File: src/rtl/sinc3_pkg.sv
// Shared constants and types for the sinc3 decimator.
// Assumes ratios are consecutive powers of two starting at 2**MIN_LOG2.
package sinc3_pkg;
    localparam int ORDER      = 3;
    localparam int MIN_LOG2   = 5;
    localparam int MAX_LOG2   = 9;
    localparam int NUM_RATIOS = MAX_LOG2 - MIN_LOG2 + 1;
    localparam int OUT_W      = 16;
    localparam int CODE_W     = 3;
    localparam int DEF_CODE   = 3;
    localparam int SETTLE_N   = 3;
    // One extra bit so that a full-scale sum (DR**3) is still representable.
    localparam int ACC_W      = ORDER * MAX_LOG2 + 1;
    localparam int CNT_W      = MAX_LOG2;

    typedef logic [ACC_W-1:0]  acc_t;
    typedef logic [CODE_W-1:0] code_t;
endpackage

File: src/rtl/sinc3_rate_ctrl.sv
// Ratio decode and decimation phase counter.
// Legalizes the select code, restarts the period when the ratio changes,
// and emits a dump pulse on the last cycle of every output period.
module sinc3_rate_ctrl
    import sinc3_pkg::*;
#(
    parameter int MIN_LG = MIN_LOG2,
    parameter int NUM_R  = NUM_RATIOS,
    parameter int DEF_C  = DEF_CODE,
    parameter int CW     = CODE_W,
    parameter int NW     = CNT_W
)(
    input  logic          clk,
    input  logic          rst_n,
    input  logic [CW-1:0] ratio_sel,
    output logic [CW-1:0] code_q,
    output logic          restart,
    output logic          dump
);
    logic [CW-1:0] sel_ok;
    logic [NW-1:0] cnt_q;
    logic [NW-1:0] last_cnt;

    // Map unused codes onto the default ratio.
    always_comb sel_ok = (ratio_sel < CW'(NUM_R)) ? ratio_sel : CW'(DEF_C);

    // Last phase value is DR-1, a run of ones shortened for small ratios.
    always_comb last_cnt = {NW{1'b1}} >> (CW'(NUM_R - 1) - code_q);

    always_comb restart = (sel_ok != code_q);
    always_comb dump    = !restart && (cnt_q == last_cnt);

    // Hold the active ratio and advance the phase counter.
    always_ff @(posedge clk) begin
        if (!rst_n) begin
            code_q <= CW'(DEF_C);
            cnt_q  <= '0;
        end else if (restart) begin
            code_q <= sel_ok;
            cnt_q  <= '0;
        end else begin
            cnt_q  <= dump ? '0 : cnt_q + 1'b1;
        end
    end


    phase_range_chk: assert property (@(posedge clk) disable iff (!rst_n)
        cnt_q <= last_cnt);
endmodule

File: src/rtl/sinc3_integrators.sv
// Cascade of ORDER integrators clocked at the modulator rate.
// Uses wrap-around arithmetic; the differencing stages undo the wrap.
module sinc3_integrators
    import sinc3_pkg::*;
#(
    parameter int N  = ORDER,
    parameter int AW = ACC_W
)(
    input  logic          clk,
    input  logic          rst_n,
    input  logic          bit_in,
    output logic [AW-1:0] integ_out
);
    for (genvar k = 0; k < N; k++) begin : g_int
        logic [AW-1:0] acc;
        logic [AW-1:0] feed;
        if (k == 0) begin : g_first
            assign feed = AW'(bit_in);

            step_bound_chk: assert property (@(posedge clk) disable iff (!rst_n)
                AW'(acc - $past(acc)) <= AW'(1));
        end else begin : g_next
            assign feed = g_int[k-1].acc;
        end
        // Accumulate the previous stage every clock.
        always_ff @(posedge clk) begin
            if (!rst_n) acc <= '0;
            else        acc <= acc + feed;
        end
    end

    assign integ_out = g_int[N-1].acc;
endmodule

File: src/rtl/sinc3_combs.sv
// Cascade of ORDER differencing stages evaluated on each dump pulse.
// Assumes dump arrives once per decimation period.
module sinc3_combs
    import sinc3_pkg::*;
#(
    parameter int N  = ORDER,
    parameter int AW = ACC_W
)(
    input  logic          clk,
    input  logic          rst_n,
    input  logic          dump,
    input  logic [AW-1:0] integ_in,
    output logic [AW-1:0] full_q,
    output logic          full_vld
);
    for (genvar k = 0; k < N; k++) begin : g_cmb
        logic [AW-1:0] src;
        logic [AW-1:0] dl;
        logic [AW-1:0] df;
        if (k == 0) begin : g_first
            assign src = integ_in;
        end else begin : g_next
            assign src = g_cmb[k-1].df;
        end
        assign df = src - dl;
        // Remember this stage's input for the next period.
        always_ff @(posedge clk) begin
            if (!rst_n)    dl <= '0;
            else if (dump) dl <= src;
        end
    end

    // Capture the final difference and flag it.
    always_ff @(posedge clk) begin
        if (!rst_n) begin
            full_q   <= '0;
            full_vld <= 1'b0;
        end else begin
            full_vld <= dump;
            if (dump) full_q <= g_cmb[N-1].df;
        end
    end
endmodule

File: src/rtl/sinc3_scaler.sv
// Reduces the full-precision result to OUT_W bits for the active ratio.
// Widths below OUT_W are shifted up; values of 2**W or more saturate.
module sinc3_scaler
    import sinc3_pkg::*;
#(
    parameter int N      = ORDER,
    parameter int MIN_LG = MIN_LOG2,
    parameter int NUM_R  = NUM_RATIOS,
    parameter int AW     = ACC_W,
    parameter int OW     = OUT_W,
    parameter int CW     = CODE_W
)(
    input  logic [AW-1:0] full,
    input  logic [CW-1:0] code,
    output logic [OW-1:0] scaled
);
    logic [NUM_R-1:0][OW-1:0] cand;

    for (genvar c = 0; c < NUM_R; c++) begin : g_scl
        localparam int W = N * (MIN_LG + c);
        logic [OW-1:0] trunc;
        if (W >= OW) begin : g_down
            assign trunc = OW'(full >> (W - OW));
        end else begin : g_up
            assign trunc = OW'(full << (OW - W));
        end
        assign cand[c] = (full >= (AW'(1) << W)) ? {OW{1'b1}} : trunc;
    end

    // Pick the candidate for the active ratio.
    always_comb scaled = cand[code];
endmodule

File: src/rtl/sinc3_decimator.sv
// Top level: sinc3 decimator with runtime-selectable power-of-two ratio.
// Assumes one bitstream bit per clock; outputs are registered.
module sinc3_decimator
    import sinc3_pkg::*;
(
    input  logic              clk,
    input  logic              rst_n,
    input  logic              bit_in,
    input  logic [CODE_W-1:0] ratio_sel,
    output logic [OUT_W-1:0]  sample,
    output logic              sample_valid,
    output logic              sample_settled
);
    localparam int SW = $clog2(SETTLE_N + 1);

    logic [CODE_W-1:0] code_q;
    logic              restart;
    logic              dump;
    acc_t              integ;
    acc_t              full;
    logic              full_vld;
    logic [OUT_W-1:0]  scaled;
    logic [SW-1:0]     settle_q;

    sinc3_rate_ctrl u_rate (
        .clk(clk), .rst_n(rst_n), .ratio_sel(ratio_sel),
        .code_q(code_q), .restart(restart), .dump(dump)
    );

    sinc3_integrators u_int (
        .clk(clk), .rst_n(rst_n), .bit_in(bit_in), .integ_out(integ)
    );

    sinc3_combs u_cmb (
        .clk(clk), .rst_n(rst_n), .dump(dump), .integ_in(integ),
        .full_q(full), .full_vld(full_vld)
    );

    sinc3_scaler u_scl (
        .full(full), .code(code_q), .scaled(scaled)
    );

    // Register the output word, strobes and the settle count.
    always_ff @(posedge clk) begin
        if (!rst_n) begin
            sample         <= '0;
            sample_valid   <= 1'b0;
            sample_settled <= 1'b0;
            settle_q       <= '0;
        end else if (restart) begin
            sample_valid   <= 1'b0;
            sample_settled <= 1'b0;
            settle_q       <= '0;
        end else if (full_vld) begin
            sample         <= scaled;
            sample_valid   <= 1'b1;
            sample_settled <= (settle_q == SW'(SETTLE_N));
            if (settle_q != SW'(SETTLE_N)) settle_q <= settle_q + 1'b1;
        end else begin
            sample_valid   <= 1'b0;
            sample_settled <= 1'b0;
        end
    end


    valid_pulse_chk: assert property (@(posedge clk) disable iff (!rst_n)
        sample_valid |=> !sample_valid);


    settled_with_valid_chk: assert property (@(posedge clk) disable iff (!rst_n)
        sample_settled |-> sample_valid);


    restart_quiet_chk: assert property (@(posedge clk) disable iff (!rst_n)
        restart |=> !sample_valid);
endmodule

File: config.mk
export PLATFORM = sky130hd
export DESIGN_NAME = sinc3_decimator
export DESIGN_NICKNAME = d
export VERILOG_FILES = /design/src/rtl/sinc3_pkg.sv /design/src/rtl/sinc3_rate_ctrl.sv /design/src/rtl/sinc3_integrators.sv /design/src/rtl/sinc3_combs.sv /design/src/rtl/sinc3_scaler.sv /design/src/rtl/sinc3_decimator.sv
export SDC_FILE = /design/constraint.sdc
export NUM_CORES = 1
export LEC_CHECK = 0
export BUFFER_PORTS_ARGS = -buffer_cell sky130_fd_sc_hd__buf_2
export CAP_MARGIN = 5
export CORE_MARGIN = 5
export CORE_UTILIZATION = 55
export CTS_CLUSTER_DIAMETER = 40
export CTS_CLUSTER_SIZE = 16
export DETAILED_ROUTE_END_ITERATION = 12
export PLACE_DENSITY_LB_ADDON = 0.1
export SLEW_MARGIN = 15
export SYNTH_ARGS = -nofsm -noshare
export SYNTH_HDL_FRONTEND = slang
export SYNTH_SLANG_ARGS = --single-unit
File: constraint.sdc
create_clock -name clk -period 5.5 [get_ports clk]
set_input_delay 0.825 -clock clk [delete_from_list [all_inputs] [get_ports clk]]
set_output_delay 0.825 -clock clk [all_outputs]
set_load 0.01 [all_outputs]
==> impl_results.md, run 1 <==
- Clk_lat worst skew: 530 ps
- Final setup margin: 112 ps
- Diode count: 0
- Die W: 175 um
- Syn-to-layout area delta: 19.3%
- Final min period: 5390 ps
- Kind of critical path: reg2reg
- Register area: 4590 um^2
- Clock Path Buffers: 3
- CP top delay family: compound AO/OA/AOI/OAI gates
- Setup violators final: 0
- Origin of the critical flop-to-flop path: u_int.integ_out[0]
- Status: finished clean
- EDFF count, synth: 0
- Distinct cells, synth: 82
- Most frequent cell on the critical path: ha_4
- Most frequent cells in the layout: dfxtp_1 (225), nand2_1 (222), a21oi_1 (177)
- DP Worst Slack: -225 ps
- Final HPWL DP: 24300 um
- Drt pass-1 iters: 5
- Clock root buffer: clkbuf_16
- DR vias/cell: 5.61
- Critical path origin: u_int.integ_out[0]
- Worst-Margin Slew: 1120 ps
- ANT nets after route: 0
- Final WL: 34800 um
- Initial Utilization: 0.557
- CTS sink count: 229
- Worst min path class: reg2reg
- Seq/Total Area, Yosys: 0.305
- Levels on crit path: 32
- Max VDD drop: 0.319 mV
- Fill cell count: 2242
- Yosys Warn Count: 0
- Required time worst endpoint: 5940 ps
- Fmax: 186 MHz
- Crit-path max cell delay: 330 ps
- Global Route Usage Sum: 0.221
- Syn nets: 2037
- Initial antenna violation count: 0
- Clk_skew: 23.2 ps
- Clock-pin slew on the worst setup and hold paths: 50 ps
- Ys async rst share: 0
- Ports: 24
- Clock power frac: 0.277
- Area occupied by multi-input gates: 10000 um^2
- DR iter-0 viols: 580
- Overflow after GRT: 0
- Crit path to: u_cmb.full_q[27]
- Avg Cell Area, Syn: 7.97 um^2
- Synth Register Bits: 229
- Count of pins over their slew limit: 0
- TritonCTS clock tree: done
- Floorplan Core Area: 27000 um^2
- Worst R2R End: u_cmb.full_q[27]
- Setup TNS Final: 0 ps
- Largest net degree at the start of global routing: 99
- Seq pwr share: 0.173
- Final GP Congestion: 0.865
- IO Port Bufs: 23
- Met3 Use GR: 0.0299
- Most common cell after layout, fill and taps aside: dfxtp_1
- Slew headroom: 0.255
- First-pass GRT wire length: 58900 um
- Fin. Hold Viols: 0
- Share of cells above drive strength 1: 0.144
- Height of the die: 175 um
- Fin crit share: 0.980
- # hold bufs at CTS: 0
- Sw Ratio: 0.358
- Clock H-tree levels: 2
- Hold depth: 2
- R2R Setup Slk: 110 ps
- Synth Flop Type: dfxtp_1
- Total number of vias: 13167
- Crit-path max FO: 4
- Crit-path slowest cell: fa_2
- Die area: 30700 um^2
- Static leakage: 7.38 nW
- Arrival time worst endpoint: 5830 ps
- Post-route DRC: 0
- CP startpoint kind: flop
- P_int: 6.25 mW
- RSZ-0062 raised after global routing: true
- FF-to-FF path depth: 32
- CTS Buf Count: 42
- Max cap viols: 0
- Vias in the first global route: 12763
- # nets final: 2127
- Power Density: 544 nW/um^2
- Wire per inst: 14.8 um
- CP Capture Type: flop
- P_sw: 3.48 mW
- Gate power share: 0.549
- Global-route met1 utilization: 0.260
- Row Count: 60
- CP bufs+invs: 6
- Met2 GRT Util: 0.407
- Cell count after synthesis: 1883
- Busiest layer in global routing: met2
- Synth Cell Area: 15000 um^2
## tightest hold or removal path: stages, from the launching register on
cell     delay [ps]
dfxtp_1         300
nand2_1          50
a21oi_1          50
## per-stage QoR
step	total power, mW	cell area, um^2	instances	util	hold WS, ps
2_1_floorplan	4.67	15000	1883	-	432
3_3_place_gp	5.95	15800	2246	0.588	437
3_5_place_dp	6.01	15800	2246	0.588	443
4_1_cts	8.95	17500	2329	0.648	449
5_1_grt	10.4	17900	2348	0.664	462
6_report	9.73	17900	2348	0.664	444
## area by class of cell
| type | instances | share of cell area |
|---|---|---|
| inverters | 131 | 0.0277 |
| clock buffers | 59 | 0.0703 |
| well taps | 341 | 0.0238 |
| flip-flops and latches | 229 | 0.256 |
| repair buffers | 117 | 0.0470 |
| clock inverters | 19 | 0.0144 |
| multi-input cells | 1452 | 0.560 |
## flip-flops by register name (all words and copies together) (netlist names)
name             count
u_int.integ_out     28
sample              16
sample_valid         1
u_rate.cnt_q         9
sample_settled       1
u_rate.code_q        3
u_int.g_int.acc     56
u_cmb.full_vld       1
settle_q             2
u_cmb.g_cmb.dl      84
u_cmb.full_q        28
## cell usage after synthesis, types with 11 or more instances
cell type	instances	area, um^2
o221ai_1	32	280
o21bai_1	17	128
nand2b_1	16	100
nand4_1	19	119
a21oi_1	190	951
inv_1	130	488
o21ai_0	90	450
buf_2	11	55.1
a21o_1	66	495
clkbuf_1	47	176
dfxtp_1	229	4580
a31oi_1	29	181
and3_1	23	144
o21a_1	15	113
nor2_1	165	619
nand2_1	223	837
and2_1	12	75.1
ha_1	143	1790
xor2_1	62	543
nand3_1	39	195
nor3_1	39	195
mux2i_1	11	110
nor2b_1	20	125
a211oi_1	14	105
xnor2_1	84	736
## per-layer routing
layer	up-vias	share of wire
met1	5973	0.44
li1	6889	-
met4	0	0.037
met5	-	0
met3	83	0.030
met2	222	0.49
## cells by family (layout without fill, tap and decap cells)
logic type / Yosys count / after routing / synth area share
xor gates and xnor gates: 148 / 148 / 0.0883
adders and majority gates: 149 / 149 / 0.127
AOI/OAI and AO/OA: 548 / 548 / 0.240
buffers and inverters: 202 / 326 / 0.0522
DFF: 229 / 229 / 0.305
muxes: 11 / 11 / 0.00734
and+or+nand+nor: 596 / 596 / 0.180
## worst min-delay path by stage
stage / slack [ps] / from / to
after floorplan: 430 / u_cmb.g_cmb[2].dl[10] / u_cmb.g_cmb[2].dl[10]
after global placement: 440 / u_cmb.g_cmb[0].dl[13] / u_cmb.g_cmb[0].dl[13]
after detailed placement: 440 / u_cmb.g_cmb[1].dl[2] / u_cmb.g_cmb[1].dl[2]
after CTS: 450 / u_cmb.g_cmb[1].dl[2] / u_cmb.g_cmb[1].dl[2]
after global routing: 460 / u_cmb.g_cmb[0].dl[2] / u_cmb.g_cmb[0].dl[2]
final: 440 / u_cmb.g_cmb[2].dl[9] / u_cmb.g_cmb[2].dl[9]
## power by group through the flow
stage / sequential (mW) / combinational [mW] / clock [mW]
floorplan: 1.71 / 2.95 / 0
global placement: 1.72 / 4.23 / 0
detailed placement: 1.72 / 4.29 / 0
CTS: 1.69 / 4.51 / 2.76
global route: 1.69 / 5.84 / 2.84
finish: 1.69 / 5.35 / 2.70
## repair_timing
action / in CTS / in global routing
buffers inserted: 6 / 20
pin swaps: 32 / 72
gates resized for setup: 20 / 65
setup endpoints to repair: 5 / 12
gates cloned: 0 / 0
(Power assumes the default switching activity.)
==> run 2: changes to the inputs <==
--- a/config.mk
+++ b/config.mk
@@ -5,13 +5,13 @@
 export SDC_FILE = /design/constraint.sdc
 export NUM_CORES = 1
 export LEC_CHECK = 0
-export BUFFER_PORTS_ARGS = -buffer_cell sky130_fd_sc_hd__buf_2
 export CAP_MARGIN = 5
 export CORE_MARGIN = 5
 export CORE_UTILIZATION = 55
 export CTS_CLUSTER_DIAMETER = 40
 export CTS_CLUSTER_SIZE = 16
 export DETAILED_ROUTE_END_ITERATION = 12
+export DONT_BUFFER_PORTS = 1
 export PLACE_DENSITY_LB_ADDON = 0.1
 export SLEW_MARGIN = 15
 export SYNTH_ARGS = -nofsm -noshare
==> impl_results.md, run 2 (synthesis gave the netlist of run 1 again) <==
- CP Capture Type: flop
- Vias in the first global route: 12545 (-1.7%)
- Crit-path max FO: 3 (-1)
- Final HPWL DP: 24300 um (-0.23%)
- Clk_lat worst skew: 520 ps (about the same)
- Wire per inst: 15.0 um (+0.88%)
- DR vias/cell: 5.67 (+1.1%)
- Fin crit share: 0.967 (-0.0127)
- CTS Buf Count: 41 (-2.4%)
- Drt pass-1 iters: 5 (unchanged)
- Clock H-tree levels: 2 (unchanged)
- Final setup margin: 182 ps (+69.8 ps)
- # nets final: 2082 (-2.1%)
- Most frequent cells in the layout: dfxtp_1 (227), nand2_1 (221), a21oi_1 (180)
- Final GP Congestion: 0.851 (-1.7%)
- Initial Utilization: 0.557 (unchanged)
- Floorplan Core Area: 27000 um^2 (unchanged)
- Biggest regs: u_cmb.g_cmb.dl: 84 flops, u_int.g_int.acc: 56 flops
- Arrival time worst endpoint: 5700 ps (-130 ps)
- Final WL: 34400 um (-1.1%)
- TritonCTS clock tree: done
- Height of the die: 175 um (unchanged)
- Clk_skew: 24.1 ps (+0.901 ps)
- Max VDD drop: 0.426 mV (+34%)
- Static leakage: 7.14 nW (-3.2%)
- Fin. Hold Viols: 0 (unchanged)
- Clock root buffer: clkbuf_16
- CTS sink count: 229 (unchanged)
- DP Worst Slack: -286 ps (-61.5 ps)
- Max cap viols: 0 (unchanged)
- Total number of vias: 13042 (-0.95%)
- Post-route DRC: 0 (unchanged)
- Kind of critical path: reg2reg
- Row Count: 60 (unchanged)
- Clock Path Buffers: 3 (unchanged)
- Crit-path max cell delay: 350 ps (+20 ps)
- Most common cell after layout, fill and taps aside: dfxtp_1
- Initial antenna violation count: 0 (unchanged)
- Count of pins over their slew limit: 0 (unchanged)
- IO Port Bufs: 0 (-100%)
- Ports: 24 (unchanged)
- Max reg flops: 84 (unchanged)
- Crit-path slowest cell: a311oi_4
- Slew headroom: 0.263 (+0.00779)
- Largest net degree at the start of global routing: 105 (+6.1%)
- Fmax: 188 MHz (+1.3%)
- ANT nets after route: 0 (unchanged)
- Worst min path class: in2reg
- CP bufs+invs: 4 (-2)
- Status: finished clean
- RSZ-0062 raised after global routing: true
- Share of cells above drive strength 1: 0.121 (-0.0236)
- Power Density: 527 nW/um^2 (-3.1%)
- Final min period: 5320 ps (-69.8 ps)
- Syn-to-layout area delta: 17.0%
- Required time worst endpoint: 5880 ps (-60 ps)
- Global Route Usage Sum: 0.217 (-0.00391)
- Register with the most flip-flops: u_cmb.g_cmb.dl
- Worst-Margin Slew: 1110 ps (-11.7 ps)
- Die area: 30700 um^2 (unchanged)
- CP startpoint kind: flop
- Final Util: 0.651 (-0.0129)
- Clock-pin slew on the worst setup and hold paths: 50 ps (about the same)
- First-pass GRT wire length: 57700 um (-1.9%)
- DR iter-0 viols: 588 (+1.4%)
- Fill cell count: 2289 (+2.1%)
- # hold bufs at CTS: 0 (unchanged)
- CP top delay family: compound AO/OA/AOI/OAI gates
- Overflow after GRT: 0 (unchanged)
- Hold Slack: 398 ps (-46.4 ps)
- Diode count: 0 (unchanged)
- Setup violators final: 0 (unchanged)
- Die W: 175 um (unchanged)
run 2: cell types whose count changed in the layout (fill, tap and decap cells not counted), moves of 3 or more:
cell        delta
clkinvlp_4     -3
clkbuf_1       -4
a21oi_1        +3
buf_2         -23
bufinv_16      +3
ha_1           +3
clkinv_2       +5
buf_4         -19
run 2: final timing paths:
check                       start              endpoint  slack (ps)  depth (start not counted)
max            u_int.integ_out[0]      u_cmb.full_q[25]         180                         32
max reg2reg    u_int.integ_out[0]      u_cmb.full_q[25]         180                         32
min reg2reg  u_cmb.g_cmb[2].dl[3]  u_cmb.g_cmb[2].dl[3]         450                          2
min                  ratio_sel[1]      u_rate.code_q[1]         400                          1
run 2: through the flow:
stage	instance area (um^2)	power (mW)	cells	TNS [ps]
2_1_floorplan	15000	4.67	1883	0
3_3_place_gp	15600	5.83	2215	-312
3_5_place_dp	15600	5.86	2215	-743
4_1_cts	17300	8.87	2295	-45.9
5_1_grt	17600	9.83	2301	-558
6_report	17600	9.25	2301	0
run 2: layout make-up:
class / count / area, um^2 / share of cell area
clock inverter: 24 / 350 / 0.0200
timing repair buffer: 73 / 552 / 0.0314
multi-input combinational: 1452 / 9980 / 0.568
inverter: 131 / 497 / 0.0283
sequential: 229 / 4590 / 0.261
tap: 341 / 427 / 0.0243
clock buffer: 51 / 1170 / 0.0664
run 2: report_power, final:
part	internal, mW	switching [mW]
sequential	1.67	0.0139
clock	1.88	0.849
combinational	2.38	2.45
total	5.93	3.32
run 2: what timing repair did:
action | 4_1_cts | 5_1_grt
endpoints found under the setup margin | 5 | 13
setup buffers | 5 | 10
pin swaps | 32 | 57
resized for setup | 25 | 48
run 2: metal layers:
layer	vias to the layer above	GRT usage	routed length [um]
met5	-	0	0
met4	0	0.0841	1270
met3	94	0.0318	1140
met2	214	0.400	16900
met1	5971	0.254	15100
li1	6763	-	-
